`config.mk`:
```
export PLATFORM = sky130hd
export DESIGN_NAME = wdog_timebase
export DESIGN_NICKNAME = d
export VERILOG_FILES = /design/src/rtl/wdt_pkg.sv /design/src/rtl/wdt_timebase.sv /design/src/rtl/wdt_regs.sv /design/src/rtl/wdt_fsm.sv /design/src/rtl/wdog_timebase.sv
export SDC_FILE = /design/constraint.sdc
export NUM_CORES = 1
export LEC_CHECK = 0
export BUFFER_PORTS_ARGS = -buffer_cell sky130_fd_sc_hd__buf_2
export CORE_UTILIZATION = 50
export DETAILED_ROUTE_END_ITERATION = 8
export PLACE_DENSITY_LB_ADDON = 0.08
export SLEW_MARGIN = 20
export SYNTH_ARGS = -nofsm -noshare
export SYNTH_HDL_FRONTEND = slang
export SYNTH_SLANG_ARGS = --single-unit
```
`constraint.sdc`:
```
create_clock -name clk -period 1.98 [get_ports clk]
set_clock_uncertainty 0.05 [all_clocks]
set_input_delay 0.396 -clock clk [delete_from_list [all_inputs] [get_ports clk]]
set_output_delay 0.396 -clock clk [all_outputs]
set_load 0.005 [all_outputs]
```
`src/rtl/wdt_pkg.sv`:
```
package wdt_pkg;

    typedef enum logic [1:0] {
        WD_IDLE      = 2'd0,
        WD_ARMED     = 2'd1,
        WD_WARNED    = 2'd2,
        WD_RESETTING = 2'd3
    } wd_state_e;

    // byte offsets of the register words
    localparam int unsigned OFS_CTRL0 = 0;
    localparam int unsigned OFS_CTRL1 = 4;
    localparam int unsigned OFS_TIME  = 8;

    // control bit positions (software decodes these)
    localparam int unsigned BIT_RSTSTS = 3;
    localparam int unsigned BIT_TOFLAG = 2;
    localparam int unsigned BIT_EN_A   = 1;
    localparam int unsigned BIT_EN_B   = 0;

    localparam int unsigned CTRL_BITS = 4;

endpackage

```
`src/rtl/wdt_timebase.sv`:
```
module wdt_timebase #(
    parameter int unsigned TB_W          = 32,
    parameter int unsigned INTERVAL_LOG2 = 24
) (
    input  logic            clk,
    input  logic            rst_n,
    input  logic            clear_i,
    output logic [TB_W-1:0] count_o,
    output logic            expire_o
);

    logic [TB_W-1:0] cnt_q;

    always_ff @(posedge clk or negedge rst_n) begin
        if (!rst_n) begin
            cnt_q <= '0;
        end else if (clear_i) begin
            cnt_q <= '0;
        end else begin
            cnt_q <= cnt_q + 1'b1;
        end
    end

    assign count_o  = cnt_q;
    // last cycle of each interval: low bits all ones
    assign expire_o = &cnt_q[INTERVAL_LOG2-1:0];

endmodule

```
`src/rtl/wdt_regs.sv`:
```
module wdt_regs
    import wdt_pkg::*;
#(
    parameter int unsigned DATA_W         = 32,
    parameter int unsigned ADDR_W         = 4,
    parameter int unsigned TB_W           = 32,
    parameter bit          LOCK_ON_ENABLE = 1'b0
) (
    input  logic                 clk,
    input  logic                 rst_n,
    input  logic                 bus_sel_i,
    input  logic                 bus_wr_i,
    input  logic [ADDR_W-1:0]    bus_addr_i,
    input  logic [CTRL_BITS-1:0] bus_wdata_i,
    output logic [DATA_W-1:0]    bus_rdata_o,
    input  logic [TB_W-1:0]      count_i,
    input  logic                 flag_i,
    input  logic                 resetting_i,
    input  logic                 set_rst_sts_i,
    input  logic                 clear_enables_i,
    output logic                 en_any_o,
    output logic                 kick_o,
    output logic                 tb_clear_o,
    output logic                 rst_sts_o,
    output logic                 lock_o
);

    localparam logic [ADDR_W-1:0] A_CTRL0 = ADDR_W'(OFS_CTRL0);
    localparam logic [ADDR_W-1:0] A_CTRL1 = ADDR_W'(OFS_CTRL1);
    localparam logic [ADDR_W-1:0] A_TIME  = ADDR_W'(OFS_TIME);

    logic en_a_q, en_b_q, en_a_d, en_b_d;
    logic rst_sts_q, rst_sts_d;
    logic wr_ctrl0, wr_ctrl1;

    assign wr_ctrl0 = bus_sel_i && bus_wr_i && (bus_addr_i == A_CTRL0);
    assign wr_ctrl1 = bus_sel_i && bus_wr_i && (bus_addr_i == A_CTRL1);

    // enable-once lock, present only when configured
    generate
        if (LOCK_ON_ENABLE) begin : g_lock
            logic lock_q;
            always_ff @(posedge clk or negedge rst_n) begin
                if (!rst_n) begin
                    lock_q <= 1'b0;
                end else if (clear_enables_i) begin
                    lock_q <= 1'b0;
                end else if (en_a_q || en_b_q) begin
                    lock_q <= 1'b1;
                end
            end
            assign lock_o = lock_q;
        end else begin : g_nolock
            assign lock_o = 1'b0;
        end
    endgenerate

    always_comb begin
        en_a_d = en_a_q;
        en_b_d = en_b_q;
        if (clear_enables_i) begin
            en_a_d = 1'b0;
            en_b_d = 1'b0;
        end else begin
            if (wr_ctrl0 && (bus_wdata_i[BIT_EN_A] || !lock_o)) begin
                en_a_d = bus_wdata_i[BIT_EN_A];
            end
            if (wr_ctrl1 && (bus_wdata_i[BIT_EN_B] || !lock_o)) begin
                en_b_d = bus_wdata_i[BIT_EN_B];
            end
        end
    end

    always_comb begin
        rst_sts_d = rst_sts_q;
        if (set_rst_sts_i) begin
            rst_sts_d = 1'b1;
        end else if (wr_ctrl0 && bus_wdata_i[BIT_RSTSTS]) begin
            rst_sts_d = 1'b0;
        end
    end

    always_ff @(posedge clk or negedge rst_n) begin
        if (!rst_n) begin
            en_a_q    <= 1'b0;
            en_b_q    <= 1'b0;
            rst_sts_q <= 1'b0;
        end else begin
            en_a_q    <= en_a_d;
            en_b_q    <= en_b_d;
            rst_sts_q <= rst_sts_d;
        end
    end

    assign kick_o     = wr_ctrl0 && bus_wdata_i[BIT_TOFLAG] && !resetting_i;
    assign tb_clear_o = kick_o && (en_a_d || en_b_d);
    assign en_any_o   = en_a_q || en_b_q;
    assign rst_sts_o  = rst_sts_q;

    always_comb begin
        bus_rdata_o = '0;
        case (bus_addr_i)
            A_CTRL0: begin
                bus_rdata_o[BIT_RSTSTS] = rst_sts_q;
                bus_rdata_o[BIT_TOFLAG] = flag_i;
                bus_rdata_o[BIT_EN_A]   = en_a_q;
            end
            A_CTRL1: bus_rdata_o[BIT_EN_B] = en_b_q;
            A_TIME:  bus_rdata_o[TB_W-1:0] = count_i;
            default: bus_rdata_o = '0;
        endcase
    end

endmodule

```
`src/rtl/wdt_fsm.sv`:
```
module wdt_fsm
    import wdt_pkg::*;
#(
    parameter int unsigned PULSE_CYCLES = 16
) (
    input  logic clk,
    input  logic rst_n,
    input  logic en_any_i,
    input  logic kick_i,
    input  logic expire_i,
    output logic irq_o,
    output logic rst_req_o,
    output logic flag_o,
    output logic resetting_o,
    output logic set_rst_sts_o,
    output logic clear_enables_o
);

    localparam int unsigned PW = $clog2(PULSE_CYCLES + 1);
    localparam logic [PW-1:0] PULSE_LAST = PW'(PULSE_CYCLES - 1);

    wd_state_e state_q, state_d;
    logic [PW-1:0] pulse_q;
    logic pulse_done;

    assign pulse_done = (pulse_q == PULSE_LAST);

    // state register and pulse timer
    always_ff @(posedge clk or negedge rst_n) begin
        if (!rst_n) begin
            state_q <= WD_IDLE;
            pulse_q <= '0;
        end else begin
            state_q <= state_d;
            if (state_q == WD_RESETTING) begin
                pulse_q <= pulse_q + 1'b1;
            end else begin
                pulse_q <= '0;
            end
        end
    end

    // next state
    always_comb begin
        state_d = state_q;
        unique case (state_q)
            WD_IDLE: begin
                if (en_any_i) state_d = WD_ARMED;
            end
            WD_ARMED: begin
                if (!en_any_i)     state_d = WD_IDLE;
                else if (kick_i)   state_d = WD_ARMED;
                else if (expire_i) state_d = WD_WARNED;
            end
            WD_WARNED: begin
                if (!en_any_i)     state_d = WD_IDLE;
                else if (kick_i)   state_d = WD_ARMED;
                else if (expire_i) state_d = WD_RESETTING;
            end
            WD_RESETTING: begin
                if (pulse_done) state_d = WD_IDLE;
            end
            default: state_d = WD_IDLE;
        endcase
    end

    // outputs
    always_comb begin
        irq_o           = (state_q == WD_WARNED);
        rst_req_o       = (state_q == WD_RESETTING);
        resetting_o     = (state_q == WD_RESETTING);
        flag_o          = (state_q == WD_WARNED) || (state_q == WD_RESETTING);
        set_rst_sts_o   = (state_q == WD_WARNED) && (state_d == WD_RESETTING);
        clear_enables_o = (state_q == WD_RESETTING) && pulse_done;
    end

endmodule

```
`src/rtl/wdog_timebase.sv`:
```
module wdog_timebase
    import wdt_pkg::*;
#(
    parameter int unsigned DATA_W         = 32,
    parameter int unsigned ADDR_W         = 4,
    parameter int unsigned TB_W           = 32,
    parameter int unsigned INTERVAL_LOG2  = 24,
    parameter int unsigned PULSE_CYCLES   = 16,
    parameter bit          LOCK_ON_ENABLE = 1'b0
) (
    input  logic              clk,
    input  logic              rst_n,
    input  logic              bus_sel,
    input  logic              bus_wr,
    input  logic [ADDR_W-1:0] bus_addr,
    input  logic [3:0]        bus_wdata,
    output logic [DATA_W-1:0] bus_rdata,
    output logic              wdt_irq,
    output logic              reset_req
);

    logic [TB_W-1:0] tb_count;
    logic expire, tb_clear, kick, en_any, rst_sts, lock_active;
    logic flag, resetting, set_rst_sts, clear_enables;

    wdt_timebase #(
        .TB_W(TB_W),
        .INTERVAL_LOG2(INTERVAL_LOG2)
    ) u_timebase (
        .clk(clk),
        .rst_n(rst_n),
        .clear_i(tb_clear),
        .count_o(tb_count),
        .expire_o(expire)
    );

    wdt_regs #(
        .DATA_W(DATA_W),
        .ADDR_W(ADDR_W),
        .TB_W(TB_W),
        .LOCK_ON_ENABLE(LOCK_ON_ENABLE)
    ) u_regs (
        .clk(clk),
        .rst_n(rst_n),
        .bus_sel_i(bus_sel),
        .bus_wr_i(bus_wr),
        .bus_addr_i(bus_addr),
        .bus_wdata_i(bus_wdata),
        .bus_rdata_o(bus_rdata),
        .count_i(tb_count),
        .flag_i(flag),
        .resetting_i(resetting),
        .set_rst_sts_i(set_rst_sts),
        .clear_enables_i(clear_enables),
        .en_any_o(en_any),
        .kick_o(kick),
        .tb_clear_o(tb_clear),
        .rst_sts_o(rst_sts),
        .lock_o(lock_active)
    );

    wdt_fsm #(
        .PULSE_CYCLES(PULSE_CYCLES)
    ) u_fsm (
        .clk(clk),
        .rst_n(rst_n),
        .en_any_i(en_any),
        .kick_i(kick),
        .expire_i(expire),
        .irq_o(wdt_irq),
        .rst_req_o(reset_req),
        .flag_o(flag),
        .resetting_o(resetting),
        .set_rst_sts_o(set_rst_sts),
        .clear_enables_o(clear_enables)
    );

endmodule

```
# After elaboration in Yosys (flattened, before gate mapping)
# Index checks and enable logic that the tools add are counted.
dict set report totals {
  output_inout_bits 34
  word_cells 52
  register_bits 42
}
dict set report op_classes {
  add_sub_neg 2
  reduce_logical 17
  n_mux 20
  eq_ne 7
}
# op count
set op_table {}
lappend op_table {{$add 32x1->32 const B} 1}
lappend op_table {{$mux 32} 1}
lappend op_table {{$mux 28} 1}
lappend op_table {{$reduce_and 24->1} 1}
lappend op_table {{$mux 2} 8}
lappend op_table {{$logic_and 1x1->1} 9}
lappend op_table {{$pmux 2 s4} 1}
lappend op_table {{$eq 2x2->1 const B} 3}
lappend op_table {{$mux 1} 6}
lappend op_table {{$pmux 3 s2} 1}
lappend op_table {{$add 5x1->5 const B} 1}
lappend op_table {{$eq 5x4->1 const B} 1}
lappend op_table {{$mux 5} 1}
lappend op_table {{$eq 4x3->1 const B} 1}
lappend op_table {{$eq 4x4->1 const B} 1}
lappend op_table {{$logic_not 4->1} 1}
lappend op_table {{$logic_or 1x1->1} 3}
lappend op_table {{$eq 2x1->1 const B} 1}
lappend op_table {{$logic_not 2->1} 1}
lappend op_table {{$pmux 1 s2} 1}
lappend op_table {{$reduce_bool 2->1} 1}
lappend op_table {{$logic_not 1->1} 1}

# Longest topological paths before layout
dict set report logic_depth {
  ltp_word 10
  mapped_depth 6
}

# Cells and area by module
# A second synthesis with hierarchy kept.
dict set report unflattened {
  cells_unflattened 279
  area_unflattened_um2 2538.7
}
# mod area_each_um2 seq_area_each_um2 instances cells_each
set by_module_without_submodules {}
lappend by_module_without_submodules {wdt_timebase 1662.8 800.8 1 175}
lappend by_module_without_submodules {wdt_regs 520.5 75.1 1 69}
lappend by_module_without_submodules {wdt_fsm 355.3 175.2 1 35}

# Worst setup path before layout
# No wires, ideal clock.
dict set report synth_path {
  path_kind {in2reg}
  startpoint {in bus_addr[3]}
  endpoint {reg u_timebase.cnt_q[27] (netlist: u_timebase.count_o[27])}
  setup_time_ps 130
  t_arrival_ps 1888
  path_stages 6
  path_buffers 2
  slack_ps -88
  cell_sequence {buf_2 -> or4b_1 -> or2_2 -> a211oi_2 -> buf_4 -> a21oi_1}
}
dict set report synth_between {
  elab_chain_len 7
  word_cells_on_any_way 13
  cone_classes {1 x eq/ne; 5 x mux; 7 x reduce/logical}
}
# item line
set synth_rtl {}
lappend synth_rtl {{start: declaration} wdog_timebase.sv:15} ;# input logic [ADDR_W-1:0] bus_addr,
lappend synth_rtl {{$eq 4x3->1 / $logic_not 4->1 (equally long branches)} {wdt_regs.sv:37, wdt_regs.sv:36}}
lappend synth_rtl {{$logic_and 1x1->1 (on tied branches)} {wdt_regs.sv:37, wdt_regs.sv:36}}
lappend synth_rtl {{$mux 1 (on tied branches)} {wdt_regs.sv:68, wdt_regs.sv:65}}
lappend synth_rtl {{$mux 1} wdt_regs.sv:61} ;# if (clear_enables_i) begin
lappend synth_rtl {{$logic_or 1x1->1} wdt_regs.sv:96} ;# assign tb_clear_o = kick_o && (en_a_d || en_b_d);
lappend synth_rtl {{$logic_and 1x1->1 *} wdt_regs.sv:96}
lappend synth_rtl {{$mux 32 *} wdt_timebase.sv:17} ;# end else if (clear_i) begin
lappend synth_rtl {{end signal: assignment} wdt_timebase.sv:20} ;# cnt_q <= cnt_q + 1'b1;
lappend synth_rtl {{end: declaration} wdt_timebase.sv:12} ;# logic [TB_W-1:0] cnt_q;
# Every way passes the cells marked *; elsewhere a longest branch is shown, timed or not.
# A chain may end at the register's enable or synchronous reset.

# Worst setup path in the final report
dict set report layout_path {
  startpoint {reg u_timebase.cnt_q[0] (netlist: u_timebase.count_o[0])}
  endpoint {reg u_timebase.cnt_q[23] (netlist: u_timebase.count_o[23])}
}
dict set report layout_between {
  elab_chain_len 2
}
# item line
set layout_rtl {}
lappend layout_rtl {{$add 32x1->32} wdt_timebase.sv:20}
lappend layout_rtl {{$mux 32} wdt_timebase.sv:17}
# Every way passes these cells.

==> flow_summary.json <==
{
  "cp-end-kind": "register",
  "grt_max_degree": 43,
  "total_power_uw": 2560,
  "synth-seq-cells": 42,
  "crit_top_cell": "or4_4",
  "start_util": 0.536,
  "final-max-slew-violation-count": 0,
  "grt_pass1_wl_um": 9880,
  "cpMaxStageDelayCell": "or4_4",
  "fp.dieW_um": 71.5,
  "path_clk_slew_ps": 80,
  "drive_gt1_frac": 0.372,
  "place_area_um2": 2950,
  "die_height_um": 71.5,
  "place_congestion": 0.829,
  "cts_hold_buf": 0,
  "boundaryPins": 46,
  "timing.setup.tns_ps": 0,
  "grt_pass1_vias": 2179,
  "maxCapViolCount": 0,
  "dpl.hpwl_um": 3990,
  "cpPeakStageDelay_ps": 620,
  "final_util": 0.732,
  "crit_family": "simple AND/OR/NAND/NOR gates",
  "synthesis.nets": 279,
  "fill_cells": 356,
  "clkSinkCount": 42,
  "critPathMaxFanout": 8,
  "multi_input_area_um2": 1380,
  "portBuffers": 45,
  "num_rows": 24,
  "fin_cells": 407,
  "path_cells": "buf_6 -> nand4_1 -> or4_4 -> or4_4 -> a21oi_2",
  "outcome": "finished, final reports clean",
  "final_cell_mix": "45 x buf_2, 45 x buf_4, 41 x dfrtp_1",
  "synth_top_area_share": 0.435,
  "track_usage": 0.246,
  "htreeDepth": 2,
  "path_class": "reg -> reg",
  "grt_antenna_before_repair": 0,
  "cts_tree": "built",
  "min_period_over_period": 0.997,
  "die_area_um2": 5110,
  "drt-pass1-iter-count": 4,
  "cts_buffer_depth": 2,
  "ir_worst_vdd_mv": 0.608,
  "wl_per_cell_um": 15.6,
  "synthTopCellsByArea": "dfrtp_1 44%, and3_1 7.8%, nor2_1 4.4%, xnor2_1 4.4%, a21oi_1 3.9%",
  "clock.fmax_ghz": 0.507,
  "clk_latency_ps": 290,
  "cp_data_arrival_time_ps": 2150,
  "diodes": 0,
  "nets": 369,
  "vias_per_cell": 5.74,
  "setup_viol": 0,
  "route.vias.total": 2338,
  "ant_nets": 0,
  "drt_iter0_drc": 133,
  "reg2reg_slack_ps": 6,
  "post-route-cell-area_um2": 3300,
  "worst-path-buf-inv": 1,
  "core_um2": 4500,
  "area_delta_synth_final_pct": 36.5,
  "synth_largest_area_cell": "dfrtp_1",
  "hold_viol": 0,
  "finalCriticalPeriod_ps": 1970,
  "cts_buffers": 5,
  "netlist_area_um2": 2420,
  "tightestPinTransition_ps": 529,
  "synth.distinct_cells": 38,
  "root_buffer": "clkbuf_8",
  "slew_headroom": 0.647,
  "postRouteWirelength_um": 6350,
  "powerDensity_nw_per_um2": 776,
  "avgSynthCellArea_um2": 9.15,
  "synthCells": 264,
  "hold_path.class": "in -> async",
  "synth_warnings": 0,
  "cp.required_ps": 2160,
  "critPathLaunchType": "register",
  "final-seq-area_um2": 1050,
  "rsz0062_at_grt": "yes",
  "drc": 0,
  "power.leakage_uw": 0.00163,
  "grt_overflow_total": 0,
  "dp.cells": 387,
  "yosysSeqAreaShare": 0.435
}
-- what timing repair did --
action	4_1_cts	5_1_grt
setup buffers	0	11
hold endpoints to repair	0	0
setup endpoints to repair	0	20
resized for setup	0	25
-- kinds of logic (layout without fill, tap and decap cells) --
group,count (synthesis),count (layout),share of synthesized area
compound gates,43,43,0.106
xor+xnor,17,17,0.0616
fa+ha+maj,3,3,0.0155
buf+inv,21,111,0.0445
flops,42,42,0.435
mux,5,5,0.0207
simple gates,133,134,0.317
-- layer usage --
layer,global-route usage,vias up,part of all wire
li1,-,1140,-
met1,0.322,1133,0.44
met2,0.421,54,0.49
met3,0.0464,11,0.047
met4,0.0654,0,0.019
met5,0,-,0
-- state kept, by name, indices dropped and copies added, names as in the netlist --
signal	cells
u_timebase.count_o	32
u_fsm.pulse_q	5
u_fsm.state_q	2
u_regs.en_a_q	1
u_regs.en_b_q	1
u_regs.rst_sts_o	1
-- cells in the mapped netlist --
library cell  instances
and4_1                2
xnor2_1              12
inv_1                 8
nand4_1               7
dfrtp_1              42
a211oi_2              1
nand3b_1              2
mux2i_1               5
a21boi_0              2
a31oi_1               2
or4_4                 2
nand4_2               2
nand3_1               9
nand2_1              12
or3_2                 3
nor2b_1               2
xor2_1                5
nor4_1                5
buf_6                 2
nor2_1               28
a21oi_1              19
ha_1                  3
or4_1                 9
o31ai_1               7
nand2b_1              1
and3_1               30
or4b_1                1
buf_4                 3
a41o_1                1
and3b_1               1
or2_2                 2
a211oi_1              1
or3_1                 8
nor3_1                6
o21ai_0              10
buf_2                 2
clkbuf_1              6
and3_2                1
-- stage by stage --
| step | worst slack, ps | hold WS [ps] |
|---|---|---|
| 4_1_cts | 8.56 | 126 |
| 6_report | 5.72 | 101 |
| 2_1_floorplan | 11.0 | 50.4 |
| 3_5_place_dp | -101 | 408 |
| 3_3_place_gp | -42.6 | 405 |
| 5_1_grt | -50.2 | 154 |
-- final timing paths --
check                                      start                      to  depth (start not counted)
max in group asynchronous                  rst_n   u_timebase.count_o[2]                          2
min reg2reg                     u_fsm.pulse_q[0]        u_fsm.pulse_q[0]                          1
min                                        rst_n   u_timebase.count_o[5]                          2
min in group clk                    bus_wdata[2]        u_fsm.state_q[0]                          3
max                        u_timebase.count_o[0]  u_timebase.count_o[23]                          5
max reg2reg                u_timebase.count_o[0]  u_timebase.count_o[23]                          5
-- where the power goes --
| group | total (µW) | switching (µW) | internal (µW) |
|---|---|---|---|
| sequential | 1170 | 169 | 999 |
| combinational | 552 | 268 | 284 |
| clock | 841 | 303 | 538 |
-- cell type report --
type	count	share of cell area
Clock buffer	6	0.0250
Clock inverter	2	0.0182
Inverter	8	0.00910
Multi-Input combinational cell	202	0.418
Sequential cell	42	0.319
Tap cell	52	0.0197
Timing Repair Buffer	95	0.190
No activity file was read; power rests on OpenSTA's default activity.
